[src/rtl/wfa_pkg.sv]
package wfa_pkg;

   // diagonal number of the cell at (row, col) in an n x n matrix
   function automatic int diag_of(input int row, input int col, input int n);
      return (row + col) % n;
   endfunction

   // index of the predecessor position on a ring of n
   function automatic int ring_prev(input int k, input int n);
      return (k + n - 1) % n;
   endfunction

endpackage

[src/rtl/wfa_cell.sv]
module wfa_cell (
   input  logic req_i,
   input  logic row_free_i,
   input  logic col_free_i,
   output logic gnt_o,
   output logic row_free_o,
   output logic col_free_o
);
   assign gnt_o      = req_i & row_free_i & col_free_i;
   assign row_free_o = row_free_i & ~gnt_o;
   assign col_free_o = col_free_i & ~gnt_o;
endmodule

[src/rtl/wfa_plane.sv]
module wfa_plane
   import wfa_pkg::*;
#(
   parameter int N = 4,
   parameter int P = 0
) (
   input  logic [N*N-1:0] req_i,
   output logic [N*N-1:0] gnt_o
);
   localparam int NN = N * N;

   if (P < 0 || P >= N) begin : g_bad_p
      $error("wfa_plane: P must lie in 0..N-1");
   end

   logic [NN-1:0] row_tok;
   logic [NN-1:0] col_tok;

   for (genvar r = 0; r < N; r++) begin : g_row
      for (genvar c = 0; c < N; c++) begin : g_col
         localparam int D  = diag_of(r, c, N);
         localparam int CP = ring_prev(c, N);
         localparam int RP = ring_prev(r, N);
         logic rin, cin;
         if (D == P) begin : g_start
            // the sweep starts here: tokens enter fresh, loop is cut
            assign rin = 1'b1;
            assign cin = 1'b1;
         end else begin : g_chain
            assign rin = row_tok[r*N + CP];
            assign cin = col_tok[RP*N + c];
         end
         wfa_cell u_cell (
            .req_i      (req_i[r*N + c]),
            .row_free_i (rin),
            .col_free_i (cin),
            .gnt_o      (gnt_o[r*N + c]),
            .row_free_o (row_tok[r*N + c]),
            .col_free_o (col_tok[r*N + c])
         );
      end
   end
endmodule

[src/rtl/wfa_prio.sv]
module wfa_prio #(
   parameter int N         = 4,
   parameter int INIT_DIAG = 0
) (
   input  logic         clk,
   input  logic         rst_n,
   input  logic         adv_i,
   output logic [N-1:0] prio_o
);
   localparam logic [N-1:0] RST_VAL = {{(N-1){1'b0}}, 1'b1} << INIT_DIAG;

   always_ff @(posedge clk or negedge rst_n) begin
      if (!rst_n)     prio_o <= RST_VAL;
      else if (adv_i) prio_o <= {prio_o[N-2:0], prio_o[N-1]};
   end


   prio_onehot_chk: assert property (@(posedge clk) disable iff (!rst_n)
      $countones(prio_o) == 1);
endmodule

[src/rtl/wavefront_alloc.sv]
module wavefront_alloc
   import wfa_pkg::*;
#(
   parameter int N         = 4,
   parameter int INIT_DIAG = 0
) (
   input  logic           clk,
   input  logic           rst_n,
   input  logic [N*N-1:0] req_i,
   input  logic           upd_i,
   output logic [N*N-1:0] gnt_o
);
   localparam int NN = N * N;

   if (N < 2) begin : g_bad_n
      $error("wavefront_alloc: N must be at least 2");
   end
   if (INIT_DIAG < 0 || INIT_DIAG >= N) begin : g_bad_init
      $error("wavefront_alloc: INIT_DIAG must lie in 0..N-1");
   end

   logic [N-1:0]  prio;
   logic [NN-1:0] plane_gnt [N];
   logic          adv;

   // one loop-free sweep per possible starting diagonal
   for (genvar p = 0; p < N; p++) begin : g_plane
      wfa_plane #(.N(N), .P(p)) u_plane (
         .req_i (req_i),
         .gnt_o (plane_gnt[p])
      );
   end

   always_comb begin
      gnt_o = '0;
      for (int p = 0; p < N; p++)
         if (prio[p]) gnt_o |= plane_gnt[p];
   end

   assign adv = upd_i & (|gnt_o);

   wfa_prio #(.N(N), .INIT_DIAG(INIT_DIAG)) u_prio (
      .clk    (clk),
      .rst_n  (rst_n),
      .adv_i  (adv),
      .prio_o (prio)
   );

   // ---------------- checks ----------------
   logic [N-1:0] row_any, col_any;
   logic [N-1:0] col_vec [N];
   always_comb begin
      row_any = '0;
      col_any = '0;
      for (int c = 0; c < N; c++) col_vec[c] = '0;
      for (int r = 0; r < N; r++) begin
         row_any[r] = |gnt_o[r*N +: N];
         for (int c = 0; c < N; c++) begin
            col_vec[c][r] = gnt_o[r*N + c];
            col_any[c]    = col_any[c] | gnt_o[r*N + c];
         end
      end
   end


   gnt_has_req_chk: assert property (@(posedge clk) disable iff (!rst_n)
      (gnt_o & ~req_i) == '0);

   for (genvar k = 0; k < N; k++) begin : g_line_chk

      row_one_chk: assert property (@(posedge clk) disable iff (!rst_n)
         $countones(gnt_o[k*N +: N]) <= 1);

      col_one_chk: assert property (@(posedge clk) disable iff (!rst_n)
         $countones(col_vec[k]) <= 1);
   end

   for (genvar r = 0; r < N; r++) begin : g_cell_chk
      for (genvar c = 0; c < N; c++) begin : g_c
         localparam int D = diag_of(r, c, N);

         prio_diag_chk: assert property (@(posedge clk) disable iff (!rst_n)
            (prio[D] && req_i[r*N + c]) |-> gnt_o[r*N + c]);

         maximal_chk: assert property (@(posedge clk) disable iff (!rst_n)
            (req_i[r*N + c] && !gnt_o[r*N + c]) |-> (row_any[r] || col_any[c]));
      end
   end


   prio_step_chk: assert property (@(posedge clk) disable iff (!rst_n)
      (upd_i && (|gnt_o)) |=> prio == {$past(prio[N-2:0]), $past(prio[N-1])});

   prio_hold_chk: assert property (@(posedge clk) disable iff (!rst_n)
      !(upd_i && (|gnt_o)) |=> $stable(prio));
endmodule

[config.mk]
export PLATFORM = sky130hd
export DESIGN_NAME = wavefront_alloc
export DESIGN_NICKNAME = d
export VERILOG_FILES = /design/src/rtl/wfa_pkg.sv /design/src/rtl/wfa_cell.sv /design/src/rtl/wfa_plane.sv /design/src/rtl/wfa_prio.sv /design/src/rtl/wavefront_alloc.sv
export SDC_FILE = /design/constraint.sdc
export NUM_CORES = 1
export LEC_CHECK = 0
export BUFFER_PORTS_ARGS = -buffer_cell sky130_fd_sc_hd__buf_2
export CAP_MARGIN = 0
export CORE_ASPECT_RATIO = 1.5
export CORE_MARGIN = 5
export CORE_UTILIZATION = 49
export DETAILED_ROUTE_END_ITERATION = 10
export PLACE_DENSITY = 0.77
export REMOVE_ABC_BUFFERS = 1
export SLEW_MARGIN = 20
export SYNTH_ARGS = -nofsm -noshare
export SYNTH_HDL_FRONTEND = slang
export SYNTH_SLANG_ARGS = --single-unit
[constraint.sdc]
create_clock -name clk -period 2.7 [get_ports clk]
set_input_delay 0.135 -clock clk [delete_from_list [all_inputs] [get_ports clk]]
set_output_delay 0.135 -clock clk [all_outputs]
set_load 0.02 [all_outputs]
-- After elaboration in Yosys (flattened, before gate mapping)
Index checks and enable logic that the tools add are counted.
- muxes and demuxes: 4
- bitwise operators: 212
- reductions and logical operators: 1
- operators by type and width (kind ; count):
    $and 1x1->1 ; 161
    $mux 16 ; 4
    $not 1->1 ; 48
    $or 16x16->16 ; 3
    $reduce_or 16->1 ; 1
- flip-flop bits (word level): 4
- input port bits: 19

-- Depth between registers and ports, before layout
Gate-level depths: netlist (run 1).
- depth in word-level cells: 20
- mapped depth: 9
- gate-level depth less buffers: 8

-- Modules after synthesis
From an unflattened synthesis (run 1), not the netlist that was laid out.
- cells, all modules: 266
- area, all modules: 2009.4 um^2
- modules (own cells, without submodules) (module ; times used ; cells each ; area an instance (um^2)):
    wfa_cell ; 64 ; 3 ; 21.3
    wavefront_alloc ; 1 ; 62 ; 486.7
    wfa_prio ; 1 ; 8 ; 146.4
    wfa_plane ; 4 ; 1 ; 3.8

-- Least setup slack after synthesis (run 1)
Ideal clock, no wire load.
- kind: flip-flop to flip-flop
- from: register u_prio.prio_o[1]
- to: register u_prio.prio_o[1]
- setup time: 127 ps
- arrival: 2485 ps
- data required time: 2573 ps
- path slack: 87 ps
- cell stages (with the launch flop): 9
- clock period less this slack: 2613 ps
- cells stage by stage: dfrtp_1 buf_4 o311ai_0 nand2_1 a21o_1 nor4_1 or4b_4 o41ai_4 mux2_1
- longest elaborated chain between the ends: 7
- ends and longest elaborated chain (what ; line ; text):
    from (decl) ; wfa_prio.sv:8 ; output logic [N-1:0] prio_o
    from (signal assigned) ; wfa_prio.sv:14 ; else if (adv_i) prio_o <= {prio_o[N-2:0], prio_o[N-1]};
    $mux 16 (*) ; wavefront_alloc.sv:37 ; if (prio[p]) gnt_o |= plane_gnt[p];
    $or 16x16->16 ; wavefront_alloc.sv:37 ;
    $mux 16 (*) ; wavefront_alloc.sv:37 ;
    $or 16x16->16 ; wavefront_alloc.sv:37 ;
    $mux 16 (*) ; wavefront_alloc.sv:37 ;
    via gnt_o[14] ; wavefront_alloc.sv:11 ; output logic [N*N-1:0] gnt_o
    $reduce_or 16->1 (*) ; wavefront_alloc.sv:40 ; assign adv = upd_i & (|gnt_o);
    $and 1x1->1 (*) ; wavefront_alloc.sv:40 ;
The timed path passes the listed nets; every way through them passes the cells marked *.
A chain may end at the register's enable or synchronous reset.

-- Final worst setup path (run 1)
- from: register u_prio.prio_o[1]
- to: register u_prio.prio_o[2]
- longest elaborated chain between the ends: 7
- ends and longest elaborated chain (what ; line):
    $mux 16 ; wavefront_alloc.sv:37
    $or 16x16->16 ; wavefront_alloc.sv:37
    $mux 16 ; wavefront_alloc.sv:37
    $or 16x16->16 ; wavefront_alloc.sv:37
    $mux 16 ; wavefront_alloc.sv:37
    $reduce_or 16->1 ; wavefront_alloc.sv:40
    $and 1x1->1 ; wavefront_alloc.sv:40
Several ways; a longest one is shown, not always the timed one.

==> results.toml, run 1 <==
[run_status]
outcome = "finished, final reports clean"

[setup_path]
r2r_setup_slack_ns = 0.007
critical_path.reg2reg.endpoint = "u_prio.prio_o[2]$_DFFE_PN0P_"
setup.worst_path.end_class = "register"
worst_setup_path_start_kind = "register"
timing.critical_path.buf_inv = 0
critical-path-max-stage-delay_ns = 0.51
worst_r2r_startpoint = "u_prio.prio_o[1]$_DFFE_PN0P_"
cpMaxStageDelayCell = "or4b_4"
ws_path_type = "register to register"
critical_path_required_ns = 2.80
arrival_time_at_the_worst_endpoint_ns = 2.79
critical_path.top_delay_family = "compound AO/OA/AOI/OAI gates"
critical_path.cell_chain = "a311o_1 > o21a_1 > nor4_2 > or4b_4 > o41ai_4 > mux2_1"
r2r_cells = 6
crit_path_start = "u_prio.prio_o[1]$_DFFE_PN0P_"
path_max_fanout = 7

[drt]
route.detailed.drc = 0
route.vias.total = 2251
drt_pass1_iterations = 5
final_routed_wirelength_mm = 7.15
antenna_violating_nets_left = 0
wire_per_inst_um = 22.2
drt_iter0_markers = 190
post_drt_via_cell_ratio = 6.99

[global_routing]
first_global_vias = 2169
antenna_found_initial = 0
globalRoute.totalOverflow = 0
grt_max_degree = 14
grt_pass1_wl_mm = 11.2
globalRouteTotalUtil = 0.364

[synth]
synth_seq_area_share = 0.0706
synth_ff_type = "dfrtp_1"
yosys.cell_types.count = 48
synth-xor-area-share = 0
number_of_enable_type_register_cells_in_the_synthesized_netlist = 0
synth.mux.area_fraction = 0.0296
post_synth_instance_area_um2 = 1440
synth_top_cell_by_area = "a21oi_1"
synth.ff_latch_count = 4
synth_area_leaders = "a21oi_1, buf_6, nor2_1"
synthSimpleGateAreaFrac = 0.299
fraction_of_registers_with_async_set_or_reset_after_synthesis = 1.00
synth_compound_gate_area_share = 0.452
yosys.area_share.adder = 0
syn-instance-count = 217
yosysTopAreaCellShare = 0.0663
yosysWarningCount = 0
main_combinational_cell_family_by_area_after_synthesis = "compound AO/OA/AOI/OAI gates"
syn_avg_cell_area_um2 = 6.61
synth.top_cells.by_count = "nor2_1, a21oi_1, inv_1"
post-synth-top-count-cell = "nor2_1"

[sta]
report.final.setup_viol = 0
worstMarginPinSlew_ns = 0.595
final_worst_setup_slack_ns = 0.00687
timing.fmax_mhz = 371
final_hold_violation_count = 0
rsz_0062_raised_after_global_routing = "yes"
report.final.slew_viol_count = 0
max_slew_margin = 0.602
final.min_clock_period_ns = 2.69
finalClockSkew_ns = 0.00297
layout_worst_path_cycle_share = 0.997
final.setup.tns_ns = 0

[clock_tree]
cts-buffers-inserted = 3
cts-root-to-sink-buffers = 2
worstSkewPairLatency_ns = 0.22
clk_pin_slew_worst_paths_ns = 0.04
clock-sinks = 4
clock_root_buffer = "clkbuf_8"
tritoncts = "built"
cts-htree-levels = 1

[floorplan]
floorplan.core_area_um2 = 2850
chip_width_um = 54.2
floorplan.die.height_um = 76.3
placement_rows = 24
initial_utilization = 0.503
fp.dieArea_um2 = 4130
num_io_pins = 35

[power]
max-vdd-ir-drop_mv = 0.693
power.static_leakage_nw = 0.873
power_density_nw_per_um2 = 657
design_power_total_mw = 1.30

[hold_path]
hp_class = "primary input to async pin"

[place]
dpl-instance-area_um2 = 1860
dp_hpwl_mm = 5.59
preCtsSetupSlack_ns = -0.0485
io_buffer_count = 34
gp_congestion = 1.04

[cells_and_area]
utilization = 0.693
antennaDiodeCount = 0
largest_reg_flops = 4
stdcell_area_um2 = 1980
registers.top_by_ff_count = "u_prio.prio_o"
layout-drive-gt1-share = 0.360
layout-area-overhead-vs-synth_pct = 37.8
num-nets-final = 303
leading_registers_by_flop_count = "u_prio.prio_o: 4 flops"

[run]
maxCapViolCount = 0
## worst max-delay path by stage
| stage | endpoint | depth (start not counted) |
|---|---|---|
| final | u_prio.prio_o[2]$_DFFE_PN0P_ | 6 |
| after global routing | u_prio.prio_o[2]$_DFFE_PN0P_ | 6 |
| after CTS | u_prio.prio_o[1]$_DFFE_PN0P_ | 7 |
| after detailed placement | u_prio.prio_o[2]$_DFFE_PN0P_ | 7 |
| after global placement | u_prio.prio_o[2]$_DFFE_PN0P_ | 7 |
| after floorplan | u_prio.prio_o[1]$_DFFE_PN0P_ | 8 |
## metal layers
metal / share of wire / track usage / up-vias
li1: - / - / 966
met1: 0.34 / 0.466 / 997
met2: 0.46 / 0.537 / 225
met3: 0.13 / 0.0665 / 63
met4: 0.068 / 0.229 / 0
met5: 0 / 0 / -
## cell type report
cell class                      instances  area (um2)
Clock buffer                            4        45.0
Fill cell                             266         875
Timing Repair Buffer                   83         553
Tap cell                               39        48.8
Sequential cell                         4         103
Inverter                               17        63.8
Multi-Input combinational cell        175        1160
## what timing repair did
item | in CTS | in global routing
resized for setup | 3 | 9
endpoints found under the setup margin | 4 | 4
cloned | 0 | 0
pin swaps | 1 | 3
hold endpoints to repair | 4 | 0
hold buffers | 1 | 0
setup buffers | 0 | 2
## kinds of logic (layout without fill, tap and decap cells)
logic type,after synthesis,count (layout)
compound gates,89,89
buf+inv,38,104
flops,4,4
mux,4,4
simple gates,82,82
## report_power, final
part,switching (mW),leakage (nW),internal (mW)
Combinational,0.581,0.805,0.411
Clock,0.0350,0.0228,0.101
Sequential,0.0725,0.0445,0.0985
## layout by cell type (no fill, tap or decap), types with 3 or more instances in the layout
cell type	instances
nand4_1	5
nor3_1	13
a21oi_1	19
nand2b_1	7
o21ai_0	13
nor4_1	3
nor2_1	22
buf_2	34
o2111ai_1	8
nand2_1	9
buf_4	47
nor3b_1	3
nand3_1	7
o221ai_1	5
o21bai_1	4
o211ai_1	7
o32ai_1	3
inv_1	16
clkbuf_8	3
a211oi_1	3
nor2b_1	6
## through the flow
stage          std cells  hold slack [ns]
5_1_grt              322            0.259
3_3_place_gp         315          -0.0609
3_5_place_dp         315          -0.0609
4_1_cts              320            0.236
6_report             322            0.250
2_1_floorplan        196           -0.161
## worst register-to-register path, delay by kind of cell (launching register included)
kind / cells / cell delay, ns
AOI/OAI and AO/OA: 3 / 0.94
muxes: 1 / 0.37
DFF: 1 / 0.45
and+or+nand+nor: 2 / 0.81
No activity file was read; power rests on OpenSTA's default activity.
==> run 2, diff against run 1 <==
Settings changed: PLACE_DENSITY 0.77 to 0.86.
==> results.toml, run 2 (synthesized netlist as in run 1, its figures left out) <==
[sta]
final_hold_violation_count = 0
rsz_0062_raised_after_global_routing = "yes"
final.min_clock_period_ns = 2.86
worst_hold_slack_ns = 0.302
timing.fmax_mhz = 350
layout_worst_path_cycle_share = 1.06
worstMarginPinSlew_ns = 0.534
report.final.slew_viol_count = 0
finalClockSkew_ns = 0.00431
report.final.setup_viol = 4
final.setup.tns_ns = -0.517
final_worst_setup_slack_ns = -0.159
max_slew_margin = 0.643

[floorplan]
fp.dieArea_um2 = 4130
floorplan.core_area_um2 = 2850
initial_utilization = 0.503
num_io_pins = 35
chip_width_um = 54.2
floorplan.die.height_um = 76.3
placement_rows = 24

[place]
dp_hpwl_mm = 5.71
io_buffer_count = 34
gp_congestion = 1.13

[clock_tree]
cts-buffers-inserted = 3
cts-root-to-sink-buffers = 2
tritoncts = "built"
clock-sinks = 4
cts-htree-levels = 1
worstSkewPairLatency_ns = 0.22
clk_pin_slew_worst_paths_ns = 0.03
clock_root_buffer = "clkbuf_8"

[cells_and_area]
registers.top_by_ff_count = "u_prio.prio_o"
layout-drive-gt1-share = 0.391
antennaDiodeCount = 0
leading_registers_by_flop_count = "u_prio.prio_o: 4 flops"
layout-area-overhead-vs-synth_pct = 45.3
num-nets-final = 314
layout_common_cells = "buf_4, buf_2, nor2_1, a21oi_1, inv_1"
layout_commonest_cell = "buf_4"
largest_reg_flops = 4

[drt]
route.detailed.drc = 0
drt_iter0_markers = 301
drt_pass1_iterations = 7
post_drt_via_cell_ratio = 7.15
final_routed_wirelength_mm = 7.88
route.vias.total = 2380
wire_per_inst_um = 23.6
antenna_violating_nets_left = 0

[global_routing]
grt_pass1_wl_mm = 11.8
globalRoute.totalOverflow = 0
globalRouteTotalUtil = 0.385
antenna_found_initial = 0
grt_max_degree = 15
first_global_vias = 2268

[power]
design_power_total_mw = 1.46
power_density_nw_per_um2 = 698
power.static_leakage_nw = 0.931
cell_internal_pwr_mw = 0.699
comb_power_share = 0.805
power.clock.fraction = 0.092
sw_frac_of_total = 0.520
max-vdd-ir-drop_mv = 0.657
p_sw_mw = 0.757
p_seq_frac = 0.103

[setup_path]
path_max_fanout = 6
critical_path.top_delay_family = "simple AND/OR/NAND/NOR gates"
cpMaxStageDelayCell = "dfrtp_2"
timing.critical_path.buf_inv = 2
ws_path_type = "register to register"
path_common_cell = "buf_4"
worst_setup_path_start_kind = "register"
setup.worst_path.end_class = "register"
critical_path_required_ns = 2.79
arrival_time_at_the_worst_endpoint_ns = 2.95
critical-path-max-stage-delay_ns = 0.47
critical_path.cell_chain = "nor3b_1 > o2111ai_1 > o221ai_2 > nor4_2 > buf_4 > or4b_4 > o41ai_4 > buf_4 > mux2_4"

[run_status]
violations = "setup timing"
outcome = "complete, but fails checks"

[run]
maxCapViolCount = 0

[hold_path]
hp_class = "primary input to async pin"
-- run 2: layer usage --
metal	share of wire	vias to the layer above	global-route usage	wire length, um
met5	0	-	0	0
met4	0.098	0	0.237	769
met3	0.14	94	0.0998	1070
met2	0.45	263	0.579	3560
met1	0.31	1032	0.466	2480
li1	-	991	-	-
-- run 2: timing repair --
item / CTS / global route
hold endpoints to repair: 4 / 0
pin swaps: 0 / 5
hold buffers: 1 / 0
resized for setup: 9 / 7
endpoints found under the setup margin: 4 / 4
setup buffers: 0 / 5
-- run 2: cell type report --
cell class,instances,area (um2)
Fill cell,241,767
Tap cell,39,48.8
Multi-Input combinational cell,175,1190
Timing Repair Buffer,94,639
Inverter,17,63.8
Clock buffer,4,45.0
Sequential cell,4,103
-- run 2: per-stage QoR --
step                      area [um2]  utilization  instances  worst slack (ns)
after global placement          1920        0.674        323            0.0219
final                           2090        0.731        333            -0.159
after floorplan                 1290            -        196            0.0471
after detailed placement        1920        0.674        323            -0.162
after CTS                       2010        0.705        328           -0.0623
after global routing            2090        0.731        333            -0.298
-- run 2: power by group through the flow --
stage	clock, mW	combinational [mW]	sequential, mW
after floorplan	0	0.450	0.164
after detailed placement	0	0.987	0.140
after CTS	0.135	1.03	0.143
final	0.134	1.17	0.150
after global routing	0.147	1.22	0.150
after global placement	0	0.993	0.142
-- run 2: path summary, 6_finish.rpt --
check	start	endpoint	slack (ns)	cells past startpoint
max	u_prio.prio_o[3]$_DFFE_PN0P_	u_prio.prio_o[2]$_DFFE_PN0P_	-0.16	9
min	rst_n	u_prio.prio_o[1]$_DFFE_PN0P_	0.30	2
max reg2reg	u_prio.prio_o[3]$_DFFE_PN0P_	u_prio.prio_o[2]$_DFFE_PN0P_	-0.16	9
min reg2reg	u_prio.prio_o[2]$_DFFE_PN0P_	u_prio.prio_o[2]$_DFFE_PN0P_	0.71	2
max in group asynchronous	rst_n	u_prio.prio_o[0]$_DFFE_PN1P_	2.18	2
min in group clk	upd_i	u_prio.prio_o[0]$_DFFE_PN1P_	0.34	4
==> run 3, diff against run 2 <==
--- a/config.mk
+++ b/config.mk
@@ -6,11 +6,12 @@
 export NUM_CORES = 1
 export LEC_CHECK = 0
+export ABC_AREA = 1
 export BUFFER_PORTS_ARGS = -buffer_cell sky130_fd_sc_hd__buf_2
 export CAP_MARGIN = 0
 export CORE_ASPECT_RATIO = 1.5
 export CORE_MARGIN = 5
-export CORE_UTILIZATION = 49
+export CORE_UTILIZATION = 51
 export DETAILED_ROUTE_END_ITERATION = 10
-export PLACE_DENSITY = 0.86
+export PLACE_DENSITY = 0.87
 export REMOVE_ABC_BUFFERS = 1
 export SLEW_MARGIN = 20
==> constraint.sdc (replaced) <==
create_clock -name clk -period 2.7 [get_ports clk]
set_input_delay 0.135 -clock clk [delete_from_list [all_inputs] [get_ports clk]]
set_output_delay 0.135 -clock clk [all_outputs]
set_load 0.05 [all_outputs]
==> results.toml, run 3 <==
[drt]
final_routed_wirelength_mm = 6.08
route.vias.total = 2279
post_drt_via_cell_ratio = 6.18
drt_iter0_markers = 208
route.detailed.drc = 0
antenna_violating_nets_left = 0
drt_pass1_iterations = 6
wire_per_inst_um = 16.5

[sta]
report.final.slew_viol_count = 0
max_slew_margin = 0.735
report.final.setup_viol = 0
final.min_clock_period_ns = 2.07
final.setup.tns_ns = 0
rsz_0062_raised_after_global_routing = "no"
finalClockSkew_ns = 0.00505
final_hold_violation_count = 0
timing.fmax_mhz = 484
layout_worst_path_cycle_share = 0.766
worstMarginPinSlew_ns = 0.397

[power]
power_density_nw_per_um2 = 194
max-vdd-ir-drop_mv = 0.264
comb_power_share = 0.445
power.clock.fraction = 0.383
cell_internal_pwr_mw = 0.202
p_seq_frac = 0.172
power.static_leakage_nw = 0.882
p_sw_mw = 0.150
sw_frac_of_total = 0.426
design_power_total_mw = 0.352

[global_routing]
grtUsageMet3 = 0.0346
antenna_found_initial = 0
grt_max_degree = 14
grt_pass1_wl_mm = 9.63
globalRouteTotalUtil = 0.262
gr-usage-met1 = 0.294
first_global_vias = 2117
global_route.peak_usage_layer = "met2"
groute.layer.met2.usage = 0.433
globalRoute.totalOverflow = 0

[clock_tree]
cts-buffers-inserted = 3
cts.repair_timing.setup_buffer_count = 0
tritoncts = "built"
clock-sinks = 4
ctsResizeCount = 0
worstSkewPairLatency_ns = 0.22
cts-root-to-sink-buffers = 2
clk_pin_slew_worst_paths_ns = 0.03
clock_root_buffer = "clkbuf_8"
cts-htree-levels = 1

[setup_path]
ws_path_type = "register to output port"
timing.critical_path.buf_inv = 2
arrival_time_at_the_worst_endpoint_ns = 1.93
critical-path-max-stage-delay_ns = 0.43
critical_path_required_ns = 2.57
critical_path.cell_chain = "inv_1 > nand2_1 > nor3_1 > nor2_4 > nand2_4 > buf_2"
cpMaxStageDelayCell = "dfrtp_1"
worst_setup_path_start_kind = "register"
setup.worst_path.end_class = "output port"
critical_path.top_delay_family = "simple AND/OR/NAND/NOR gates"
path_max_fanout = 13

[floorplan]
num_io_pins = 35
floorplan.die.height_um = 81.8
chip_width_um = 57.8
floorplan.core_area_um2 = 3350
fp.dieArea_um2 = 4730
placement_rows = 26
initial_utilization = 0.522

[synth]
synth_ff_type = "dfrtp_1"
post-synth-top-count-cell = "nand2_1"
syn-instance-count = 309
yosysWarningCount = 0
synth_area_leaders = "nand2_1, nand3_1, buf_6"
syn_avg_cell_area_um2 = 5.66
post_synth_instance_area_um2 = 1750
synth_top_cell_by_area = "nand2_1"
yosysTopAreaCellShare = 0.176
synth.top_cells.by_count = "nand2_1, nand3_1, nor2_1"
synth_seq_area_share = 0.0579
yosys.cell_types.count = 26
number_of_enable_type_register_cells_in_the_synthesized_netlist = 0
synth.ff_latch_count = 4
fraction_of_registers_with_async_set_or_reset_after_synthesis = 1.00

[place]
dp_hpwl_mm = 4.61
gp_congestion = 1.08
io_buffer_count = 34

[cells_and_area]
layout_common_cells = "nand2_1, nand3_1, nor2_1, buf_2, nor3_1"
leading_registers_by_flop_count = "u_prio.prio_o: 4 flops"
registers.top_by_ff_count = "u_prio.prio_o"
layout_commonest_cell = "nand2_1"
num-nets-final = 347
layout-area-overhead-vs-synth_pct = 3.93
antennaDiodeCount = 0
layout-drive-gt1-share = 0.294
largest_reg_flops = 4

[run]
maxCapViolCount = 0

[hold_path]
hp_class = "primary input to register"

[run_status]
outcome = "finished, final reports clean"
run 3: changes by cell type in the layout (fill, tap and decap cells not counted), moves of 10 or more:
cell     previous run  this run
a21oi_2             0        10
nand3_1             7        47
nand2_1             9        82
buf_4              57         0
nand2_2             0        10
nor2_1             22        41
run 3: worst paths after layout:
| kind | from | end | slack [ns] | cells after the start |
|---|---|---|---|---|
| hold / removal | upd_i | u_prio.prio_o[0]$_DFFE_PN1P_ | 0.20 | 3 |
| hold reg to reg | u_prio.prio_o[0]$_DFFE_PN1P_ | u_prio.prio_o[0]$_DFFE_PN1P_ | 0.55 | 2 |
| min in group asynchronous | rst_n | u_prio.prio_o[1]$_DFFE_PN0P_ | 0.25 | 2 |
| setup / recovery | u_prio.prio_o[1]$_DFFE_PN0P_ | gnt_o[11] | 0.63 | 6 |
| max in group asynchronous | rst_n | u_prio.prio_o[0]$_DFFE_PN1P_ | 2.24 | 2 |
| setup reg to reg | u_prio.prio_o[1]$_DFFE_PN0P_ | u_prio.prio_o[2]$_DFFE_PN0P_ | 0.74 | 12 |
run 3: worst register-to-register path, cell delays in order (launching register included):
cell and delay [ns]:
dfrtp_1 0.43, inv_1 0.34, nand2_1 0.17, nor3_1 0.31, nor2_4 0.09, nand2_4 0.09
nor2_4 0.04, nand2_2 0.06, nor2_4 0.05, nand2_4 0.09, nand2_4 0.06, nand2_1 0.06
nand2_1 0.06
run 3: timing repair:
action / in CTS / in global routing
hold buffers: 1 / 0
setup endpoints to repair: 0 / 0
endpoints found under the hold margin: 4 / 0
run 3: final cells by class:
cell class | count | area [um2]
sequential | 4 | 101
multi-input combinational | 260 | 1320
timing repair buffer | 35 | 180
fill | 377 | 1530
clock buffer | 4 | 45.0
inverter | 24 | 123
tap | 42 | 52.6
run 3: routing by layer:
metal / up-vias / part of all wire
li1: 1054 / -
met1: 949 / 0.34
met2: 208 / 0.45
met3: 68 / 0.12
met4: 0 / 0.088
met5: - / 0
run 3: stage by stage:
| stage | instances | setup slack, ns | hold slack [ns] | util | cell area (um2) |
|---|---|---|---|---|---|
| floorplan | 288 | 0.799 | -0.161 | - | 1540 |
| finish | 369 | 0.633 | 0.202 | 0.543 | 1820 |
| CTS | 369 | 0.664 | 0.201 | 0.543 | 1820 |
| global route | 369 | 0.516 | 0.229 | 0.543 | 1820 |
| global placement | 364 | 0.876 | -0.0577 | 0.527 | 1760 |
| detailed placement | 364 | 0.780 | -0.0578 | 0.527 | 1760 |
run 3: logic make-up after synthesis:
logic type	Yosys count	share of synthesized area
AO/OA/AOI/OAI	45	0.184
buffers and inverters	45	0.189
flip-flops	4	0.0579
AND/OR/NAND/NOR	215	0.568
run 3: power by group through the flow:
| stage | sequential, mW | combinational (mW) | clock [mW] |
|---|---|---|---|
| finish | 0.0604 | 0.157 | 0.135 |
| global route | 0.0604 | 0.166 | 0.145 |
| CTS | 0.0604 | 0.151 | 0.139 |
| floorplan | 0.0611 | 0.0737 | 0 |
| detailed placement | 0.0611 | 0.149 | 0 |
| global placement | 0.0611 | 0.149 | 0 |
